File: src/rtl/psc_pkg.sv
package psc_pkg;
  typedef enum logic [1:0] {SIDE_NONE = 2'd0, SIDE_LO = 2'd1, SIDE_HI = 2'd2} side_e;
  typedef enum logic [1:0] {REC_IDLE = 2'd0, REC_OFF = 2'd1, REC_ON = 2'd2} rec_e;

  localparam int unsigned CODE_W    = 4;
  localparam int unsigned CODE_SPAN = 1 << CODE_W;

  // cycles the driver is held off after a fault in retry mode
  function automatic int unsigned rec_off_len(input logic [CODE_W-1:0] code,
                                              input int unsigned base);
    return (CODE_SPAN - 32'(code)) * base;
  endfunction

  // cycles the driver may run before the status self-clears
  function automatic int unsigned rec_on_len(input logic [CODE_W-1:0] code,
                                             input int unsigned base);
    return (32'(code) + 1) * base;
  endfunction
endpackage

File: src/rtl/oc_guard.sv
module oc_guard
  import psc_pkg::*;
#(
  parameter int unsigned BASE_CYC = 4,
  localparam int unsigned CNT_W = $clog2(CODE_SPAN * BASE_CYC + 1)
) (
  input  logic              clk,
  input  logic              rst,
  input  logic              flag,
  input  logic              clear,
  input  logic              retry,
  input  logic [CODE_W-1:0] code,
  output logic              status,
  output logic              allow,
  output logic              rec_on
);
  rec_e             st;
  logic [CNT_W-1:0] cnt;
  logic             stat_q;

  always_ff @(posedge clk) begin
    if (rst) begin
      st     <= REC_IDLE;
      stat_q <= 1'b0;
      cnt    <= '0;
    end else if (flag) begin
      stat_q <= 1'b1;
      cnt    <= CNT_W'(rec_off_len(code, BASE_CYC) - 1);
      st     <= retry ? REC_OFF : REC_IDLE;
    end else if (clear) begin
      stat_q <= 1'b0;
      st     <= REC_IDLE;
      cnt    <= '0;
    end else begin
      case (st)
        REC_OFF: begin
          if (cnt == '0) begin
            st  <= REC_ON;
            cnt <= CNT_W'(rec_on_len(code, BASE_CYC) - 1);
          end else begin
            cnt <= cnt - 1'b1;
          end
        end
        REC_ON: begin
          if (cnt == '0) begin
            st     <= REC_IDLE;
            stat_q <= 1'b0;
          end else begin
            cnt <= cnt - 1'b1;
          end
        end
        default: ;
      endcase
    end
  end

  assign status = stat_q;
  assign rec_on = (st == REC_ON);
  assign allow  = !stat_q || rec_on;
endmodule

File: src/rtl/bridge_lock.sv
module bridge_lock
  import psc_pkg::*;
#(
  parameter int unsigned DEAD_CYC = 2,
  localparam int unsigned DW = $clog2(DEAD_CYC + 2)
) (
  input  logic clk,
  input  logic rst,
  input  logic want_lo,
  input  logic want_hi,
  output logic on_lo,
  output logic on_hi
);
  side_e         last;
  logic [DW-1:0] gap;
  logic          dead_ok;

  assign dead_ok = (gap >= DW'(DEAD_CYC));
  assign on_lo   = want_lo && !want_hi && ((last != SIDE_HI) || dead_ok);
  assign on_hi   = want_hi && !want_lo && ((last != SIDE_LO) || dead_ok);

  always_ff @(posedge clk) begin
    if (rst) begin
      last <= SIDE_NONE;
      gap  <= DW'(DEAD_CYC);
    end else if (on_lo) begin
      last <= SIDE_LO;
      gap  <= '0;
    end else if (on_hi) begin
      last <= SIDE_HI;
      gap  <= '0;
    end else if (!dead_ok) begin
      gap <= gap + 1'b1;
    end
  end
endmodule

File: src/rtl/pwr_stage_ctrl.sv
module pwr_stage_ctrl
  import psc_pkg::*;
#(
  parameter int unsigned NUM_BRIDGE = 3,
  parameter int unsigned NUM_HSONLY = 2,
  parameter int unsigned DEAD_CYC   = 2,
  parameter int unsigned BASE_CYC   = 4,
  localparam int unsigned NUM_OUT = 2 * NUM_BRIDGE + NUM_HSONLY
) (
  input  logic               clk,
  input  logic               rst,
  input  logic [NUM_OUT-1:0] on_bits,
  input  logic [NUM_OUT-1:0] pwm_en,
  input  logic               pwm_in,
  input  logic               retry_en,
  input  logic [CODE_W-1:0]  duty_code,
  input  logic [NUM_OUT-1:0] oc_flag,
  input  logic [NUM_OUT-1:0] oc_clear,
  output logic [NUM_OUT-1:0] drv_on,
  output logic [NUM_OUT-1:0] oc_status
);
  logic [NUM_OUT-1:0] req;     // request after PWM gating
  logic [NUM_OUT-1:0] allow;   // fault logic permits conduction
  logic [NUM_OUT-1:0] rec_on;  // in retry on window
  logic [NUM_OUT-1:0] want;    // request surviving fault logic

  assign req  = on_bits & (~pwm_en | {NUM_OUT{pwm_in}});
  assign want = req & allow;

  for (genvar g = 0; g < NUM_OUT; g++) begin : g_guard
    oc_guard #(.BASE_CYC(BASE_CYC)) u_guard (
      .clk    (clk),
      .rst    (rst),
      .flag   (oc_flag[g]),
      .clear  (oc_clear[g]),
      .retry  (retry_en),
      .code   (duty_code),
      .status (oc_status[g]),
      .allow  (allow[g]),
      .rec_on (rec_on[g])
    );
  end

  for (genvar b = 0; b < NUM_BRIDGE; b++) begin : g_bridge
    bridge_lock #(.DEAD_CYC(DEAD_CYC)) u_lock (
      .clk     (clk),
      .rst     (rst),
      .want_lo (want[2*b]),
      .want_hi (want[2*b+1]),
      .on_lo   (drv_on[2*b]),
      .on_hi   (drv_on[2*b+1])
    );
  end

  for (genvar h = 0; h < NUM_HSONLY; h++) begin : g_hsonly
    assign drv_on[2*NUM_BRIDGE+h] = want[2*NUM_BRIDGE+h];
  end
endmodule

File: config.mk
export PLATFORM = sky130hd
export DESIGN_NAME = pwr_stage_ctrl
export DESIGN_NICKNAME = d
export VERILOG_FILES = /design/src/rtl/psc_pkg.sv /design/src/rtl/oc_guard.sv /design/src/rtl/bridge_lock.sv /design/src/rtl/pwr_stage_ctrl.sv
export SDC_FILE = /design/constraint.sdc
export NUM_CORES = 1
export LEC_CHECK = 0
export BUFFER_PORTS_ARGS = -buffer_cell sky130_fd_sc_hd__buf_2
export CORE_ASPECT_RATIO = 2
export CORE_MARGIN = 4
export CORE_UTILIZATION = 45
export DETAILED_ROUTE_END_ITERATION = 12
export SLEW_MARGIN = 30
export SYNTH_ARGS = -nofsm -noshare
export SYNTH_HDL_FRONTEND = slang
export SYNTH_SLANG_ARGS = --single-unit
File: constraint.sdc
create_clock -name clk -period 3.21 [get_ports clk]
set_clock_uncertainty 0.2 [all_clocks]
set_input_delay 0 -clock clk [delete_from_list [all_inputs] [get_ports clk]]
set_output_delay 0 -clock clk [all_outputs]
set_load 0.02 [all_outputs]
Word-level counts from Yosys, hierarchy flattened
Index checks and enable logic that the tools add are counted.
W data, S select, Z words.
{"block": "totals", "inputBits": 40, "out_inout_bits": 16, "mem_bits_rw": 0, "latch_bits": 0, "register_bits": 92, "mem_bits_ro": 0, "mem_count": 0}
{"block": "op_classes", "add_sub_neg": 15, "n_eq_ne": 49, "n_lt_le_gt_ge": 3, "bitwise": 4, "multipliers": 0, "muxes": 128, "n_reduce_logical": 105, "div": 0, "shift": 0}
{"op": "$mux W7", "count": 32}
{"op": "$pmux W7 S2", "count": 8}
{"op": "$mux W2", "count": 41}
{"op": "$sub A7 B1 Y7 const B", "count": 10}
{"op": "$ne A4 B4 Y1 const B", "count": 16}
{"op": "$logic_not A7 Y1", "count": 8}
{"op": "$reduce_bool A3 Y1", "count": 16}
{"op": "$mux W1", "count": 39}
{"op": "$ne A4 B3 Y1 const B", "count": 8}
{"op": "$pmux W2 S2", "count": 8}
{"op": "$reduce_and A2 Y1", "count": 16}
{"op": "$reduce_bool A4 Y1", "count": 8}
{"op": "$reduce_and A3 Y1", "count": 8}
{"op": "$and A8 B8 Y8", "count": 2}
{"op": "$eq A2 B1 Y1 const B", "count": 8}
{"op": "$eq A2 B2 Y1 const B", "count": 8}
{"op": "$logic_not A1 Y1", "count": 14}
{"op": "$logic_or A1 B1 Y1", "count": 14}
{"op": "$logic_and A1 B1 Y1", "count": 12}
{"op": "$ne A3 B1 Y1 const B", "count": 3}
{"op": "$reduce_or A3 Y1", "count": 3}
{"op": "$not A8 Y8", "count": 1}
{"op": "$or A8 B8 Y8", "count": 1}
{"op": "$add A2 B1 Y2 const B", "count": 3}
{"op": "7 further kinds", "count": 17}

Logic depth before layout (Yosys ltp)
{"block": "logic_depth", "ltp_word": 9, "depth_mapped": 10, "depth_no_buf": 8}

Cells and area by module
Synthesis repeated with hierarchy kept, for this count alone.
{"block": "hier_totals", "cells_unflattened": 1035, "area_unflattened_um2": 7851.3}
{"mod": "oc_guard", "instances": 8, "area_each_um2": 889.6, "seq_area_each_um2": 200.2, "cells_per_inst": 118}
{"mod": "bridge_lock", "instances": 3, "area_each_um2": 215.2, "seq_area_each_um2": 80.1, "cells_per_inst": 24}
{"mod": "pwr_stage_ctrl", "instances": 1, "area_each_um2": 88.8, "seq_area_each_um2": 0.0, "cells_per_inst": 19}

Worst setup path after synthesis
OpenSTA, ideal clock, no wires.
{"block": "synth_path", "path_type": "input to register", "startpoint": "input port duty_code[0]", "endpoint": "register g_guard[3].u_guard.cnt[5]", "required_ns": 2.876, "path_slack_ns": 0.667, "arrival_time_ns": 2.209, "path_stages": 9, "path_cell_list": "inv_1 -> clkbuf_1 -> ha_1 -> clkbuf_1 -> nor4bb_1 -> a211oi_1 -> or3_1 -> and4_1 -> or4_1"}
{"block": "synth_via", "elab_chain_cells": 6, "word_cells_on_any_way": 8, "classes_between": "add/sub (4); mux (4)"}
{"item": "start: declaration", "line_no": "pwr_stage_ctrl.sv:16", "rtl": "input logic [CODE_W-1:0] duty_code,"}
{"item": "$add A4 B1 Y5", "line_no": "psc_pkg.sv:17", "rtl": "return (32'(code) + 1) * base;"}
{"item": "$sub A7 B1 Y7", "line_no": "oc_guard.sv:39", "rtl": "cnt <= CNT_W'(rec_on_len(code, BASE_CYC) - 1);"}
{"item": "$mux W7", "line_no": "oc_guard.sv:37", "rtl": "if (cnt == '0) begin"}
{"item": "$pmux W7 S2", "line_no": "oc_guard.sv:35", "rtl": "case (st)"}
{"item": "$mux W7", "line_no": "oc_guard.sv:30", "rtl": "end else if (clear) begin"}
{"item": "$mux W7 *", "line_no": "oc_guard.sv:26", "rtl": "end else if (flag) begin"}
{"item": "end signal: assignment", "line_no": "oc_guard.sv:28", "rtl": "cnt <= CNT_W'(rec_off_len(code, BASE_CYC) - 1);"}
{"item": "end signal: assignment", "line_no": "oc_guard.sv:39"}
{"item": "end signal: assignment", "line_no": "oc_guard.sv:41", "rtl": "cnt <= cnt - 1'b1;"}
{"item": "end: declaration", "line_no": "oc_guard.sv:18", "rtl": "logic [CNT_W-1:0] cnt;"}
Mark *: on every way between the ends. The rest lies on a longest branch, timed or not.
A chain may end at the register's enable or synchronous reset.

Worst setup path after layout
{"block": "layout_path", "startpoint": "register g_guard[5].u_guard.st[0]", "endpoint": "register g_bridge[2].u_lock.last[1]"}
{"block": "layout_via", "elab_chain_cells": 7, "word_cells_on_any_way": 9, "classes_between": "eq/ne (1); bitwise (1); reduce/logical (7)"}
{"item": "start: declaration", "line_no": "oc_guard.sv:17", "rtl": "rec_e st;"}
{"item": "start signal: assignment", "line_no": "oc_guard.sv:29", "rtl": "st <= retry ? REC_OFF : REC_IDLE;"}
{"item": "$eq A2 B2 Y1 *", "line_no": "oc_guard.sv:58", "rtl": "assign rec_on = (st == REC_ON);"}
{"item": "$logic_or A1 B1 Y1 *", "line_no": "oc_guard.sv:59", "rtl": "assign allow = !stat_q || rec_on;"}
{"item": "$and A8 B8 Y8 *", "line_no": "pwr_stage_ctrl.sv:28", "rtl": "assign want = req & allow;"}
{"item": "$logic_not A1 Y1", "line_no": "bridge_lock.sv:19", "rtl": "assign on_lo = want_lo && !want_hi && ((last != SIDE_HI) || dead_ok);"}
{"item": "$logic_and A1 B1 Y1 (2 in a row)", "line_no": "bridge_lock.sv:19"}
{"item": "$reduce_or A2 Y1 (no line)"}
{"item": "end signal: assignment", "line_no": "bridge_lock.sv:24", "rtl": "last <= SIDE_NONE;"}
{"item": "end signal: assignment", "line_no": "bridge_lock.sv:27", "rtl": "last <= SIDE_LO;"}
{"item": "end signal: assignment", "line_no": "bridge_lock.sv:30", "rtl": "last <= SIDE_HI;"}
{"item": "end: declaration", "line_no": "bridge_lock.sv:14", "rtl": "side_e last;"}
Marked as above.

==> results.yml <==
outcome:
  status: "finished, final reports clean"
sta:
  rsz0062_at_grt: "no"
  tns_ns: 0
  timing.fmax_mhz: 327.0
  period_minus_slack_ns: 3.058
  relSlewSlack_pct: 56.34
  max_slew.worst_pin.slew_ns: 0.6549
  finalHoldViolCount: 0
  drv_slew: 0
  finalHoldWorstSlack_ns: 0.01887
  period_share_pct: 95.26
  final-setup-viol-count: 0
  worst_slack_ns: 0.1522
setup_path:
  reg2reg_slack_ns: 0.15
  cpMostUsedCell: "dlygate4sd3_1"
  cp-start-kind: "register"
  r2r_start: "g_guard[5].u_guard.st[0]$_SDFFE_PP0P_"
  critPathMaxStageDelay_ns: 0.58
  cp_slowest_cell: "dlygate4sd3_1"
  worstPathRequired_ns: 3.30
  path_cells: "inv_1 -> ha_1 -> nand2b_1 -> nand3_1 -> dlygate4sd3_1 -> a211oi_1 -> nor2_1 -> nor3_1 -> dlygate4sd3_1"
  worst_setup_path_end_kind: "register"
  reg2reg_depth: 9
  arrival_ns: 3.15
  path_max_fanout: 7
  worstSetupPathType: "reg2reg"
  reg2reg_to: "g_bridge[2].u_lock.last[1]$_SDFFE_PP0P_"
grt:
  antenna_found_initial: 0
  grt_overflow_total: 0
  grt_start_max_net_pins: 51
  grt_pass1_vias: 6366
  grt_first_pass_wirelength_um: 31050
  grt_usage_pct: 23.82
cells_and_area:
  syn2layout_area_growth_pct: 16.02
  nets: 954
  drive_gt1_share_pct: 11.81
  final_cell_area_um2: 7242
  antenna_cells: 0
clock_network:
  cts_resized: 0
  cts_tree: "done"
  cts_buffer_depth: 2
  clk-insertion-delay-late_ns: 0.35
  htreeDepth: 3
  clkSlewWorstSetupHoldPaths_ns: 0.07
  cts-buffers-inserted: 9
  root_buffer: "clkbuf_16"
  cts.sinks: 92
power_and_ir_drop:
  leakagePower_nw: 2.966
  peakVddDrop_mv: 0.2687
  p_per_area_nw_per_um2: 463.7
min_path:
  hold_class: "in2reg"
  holdPathStages: 5
  min_from: "on_bits[2]"
  holdPathEnd: "g_bridge[1].u_lock.last[1]$_SDFFE_PP0P_"
floorplanning:
  start_util_pct: 46.19
  io_pins: 56
  core_um2: 13510
  dieArea_um2: 15930
  die-height_um: 174.6
  die_x_um: 91.28
  rows: 60
synth:
  synth-seq-cells: 92
  synth_edf_count: 0
  syn_avg_cell_area_um2: 7.603
  synth_ff_type: "dfxtp_1"
  ys_seq_area_share_pct: 29.50
  synthesis.instances: 821
  yosysWarnings: 0
  async_flop_share_pct: 0
  syn_nets: 890
  netlist_area_um2: 6242
  yosysUniqueCellTypes: 70
placement:
  dp_hpwl_um: 13670
  gp_congestion: 0.9165
  place_area_um2: 6549
  port_buffers: 55
  place_ws_ns: 0.5524
drt:
  vias_per_cell: 6.089
  drc: 0
  drt_pre_antenna_iters: 5
  routed_wl_um: 18740
  drt_iter0_markers: 358
  wl_per_cell_um: 17.95
  drt.antenna.violating_nets: 0
  vias: 6357
run:
  maxCapViolations: 0
## area by class of cell
type                       instances  area (um2)
sequential                        92        1842
clock inverter                     6       87.58
fill                            1330        6271
timing repair buffer             107       760.7
multi-input combinational        606        3874
inverter                          69       259.0
clock buffer                       9       225.2
tap                              155       193.9
## cells by family after synthesis
group                    Yosys count  share of synthesized area (%)
buffers and inverters            123                          8.438
adder cells (fa/ha/maj)           29                          5.813
flip-flops                        92                          29.50
AO/OA/AOI/OAI                    221                          25.03
XOR/XNOR                          28                          3.929
AND/OR/NAND/NOR                  320                          25.98
multiplexers                       8                          1.303
## critical path: cells and delay by family, from the launching register on
| family | cells | cell delay [ns] |
|---|---|---|
| buf+inv | 3 | 1.20 |
| flops | 1 | 0.31 |
| compound gates | 1 | 0.40 |
| simple gates | 4 | 0.60 |
| fa+ha+maj | 1 | 0.29 |
## synth_stat cells, types with 3 or more instances
master / instances / share of area, %
nand2_1: 57 / 3.4
buf_2: 4 / 0.32
o211ai_1: 11 / 1.3
nand3_1: 20 / 1.6
nor2_1: 97 / 5.8
nor3b_1: 11 / 1.3
nor2b_1: 8 / 0.80
o21a_1: 9 / 1.1
and3_1: 5 / 0.50
dfxtp_1: 92 / 30
xor2_1: 8 / 1.1
xnor2_1: 20 / 2.8
o311a_1: 3 / 0.48
nand2b_1: 22 / 2.2
a311o_1: 6 / 0.96
nand4_1: 9 / 0.90
a21oi_1: 34 / 2.7
or3_1: 13 / 1.3
or2_2: 8 / 0.80
inv_1: 69 / 4.1
a31oi_1: 27 / 2.7
buf_4: 14 / 1.7
nor4_1: 11 / 1.1
or4_1: 7 / 0.84
buf_1: 4 / 0.24
o21ai_0: 43 / 3.4
a32oi_1: 3 / 0.42
nor3_1: 32 / 2.6
o31ai_1: 6 / 0.72
a311oi_1: 18 / 2.5
a221o_1: 3 / 0.48
o311ai_0: 6 / 0.84
mux2i_1: 7 / 1.1
a211oi_1: 17 / 2.0
a2111o_1: 3 / 0.54
o2111ai_1: 3 / 0.42
a221oi_1: 3 / 0.42
and2_1: 4 / 0.40
ha_1: 29 / 5.8
clkbuf_1: 31 / 1.9
nand3b_1: 3 / 0.36
o221a_2: 4 / 0.72
## how the worst max path moves through the flow
stage	startpoint	end	slack (ns)
global placement	duty_code[0]	g_guard[3].u_guard.cnt[5]$_SDFFE_PP0P_	0.60
global route	g_guard[4].u_guard.cnt[0]$_SDFFE_PP0P_	g_guard[4].u_guard.st[1]$_SDFFE_PP0P_	0.004
floorplan	duty_code[0]	g_guard[3].u_guard.cnt[5]$_SDFFE_PP0P_	0.67
finish	g_guard[5].u_guard.st[0]$_SDFFE_PP0P_	g_bridge[2].u_lock.last[1]$_SDFFE_PP0P_	0.15
CTS	g_guard[5].u_guard.st[0]$_SDFFE_PP0P_	g_bridge[2].u_lock.last[1]$_SDFFE_PP0P_	0.22
detailed placement	duty_code[0]	g_guard[3].u_guard.cnt[5]$_SDFFE_PP0P_	0.55
## layer usage
layer,share of wire [%],track usage (%)
met3,2.9,2.425
met2,55,45.56
met5,0,0
met4,2.6,9.383
met1,40,26.25
## repair_timing
| action | in CTS | in global routing |
|---|---|---|
| hold endpoints to repair | 78 | 0 |
| hold buffers | 38 | 0 |
| buffers inserted | 0 | 0 |
## cells in the final DEF (no fill, tap or decap), types with 11 or more instances in the layout
cell type	count
a31oi_1	27
a21oi_1	34
a311oi_1	18
nand2b_1	22
nor4_1	11
dlygate4sd3_1	38
inv_1	69
xnor2_1	20
nand3_1	20
nor3_1	32
dfxtp_1	92
nor2_1	97
buf_4	14
o21ai_0	43
ha_1	29
o211ai_1	11
nand2_1	57
buf_2	55
a211oi_1	17
or3_1	13
nor3b_1	11
## flip-flops by register name, indices dropped and copies added (netlist names)
signal / count
g_guard.u_guard.cnt: 56
g_guard.u_guard.st: 16
g_guard.u_guard.status: 8
g_bridge.u_lock.gap: 6
g_bridge.u_lock.last: 6
## metrics by stage
stage | total power (W) | utilization [%] | cells
finish | 0.003358 | 53.59 | 1044
global placement | 0.002153 | 48.46 | 991
detailed placement | 0.002177 | 48.46 | 991
global route | 0.003536 | 53.59 | 1044
CTS | 0.003375 | 53.59 | 1044
floorplan | 0.001955 | - | 821
## report_power, final
group	switching (W)	internal (W)	leakage [nW]
logic	0.000500	0.000361	2.05
registers	0.000105	0.00123	0.761
clock network	0.000475	0.000682	0.156
total	0.00108	0.00228	2.97
Power figures use the tool's default switching activity.
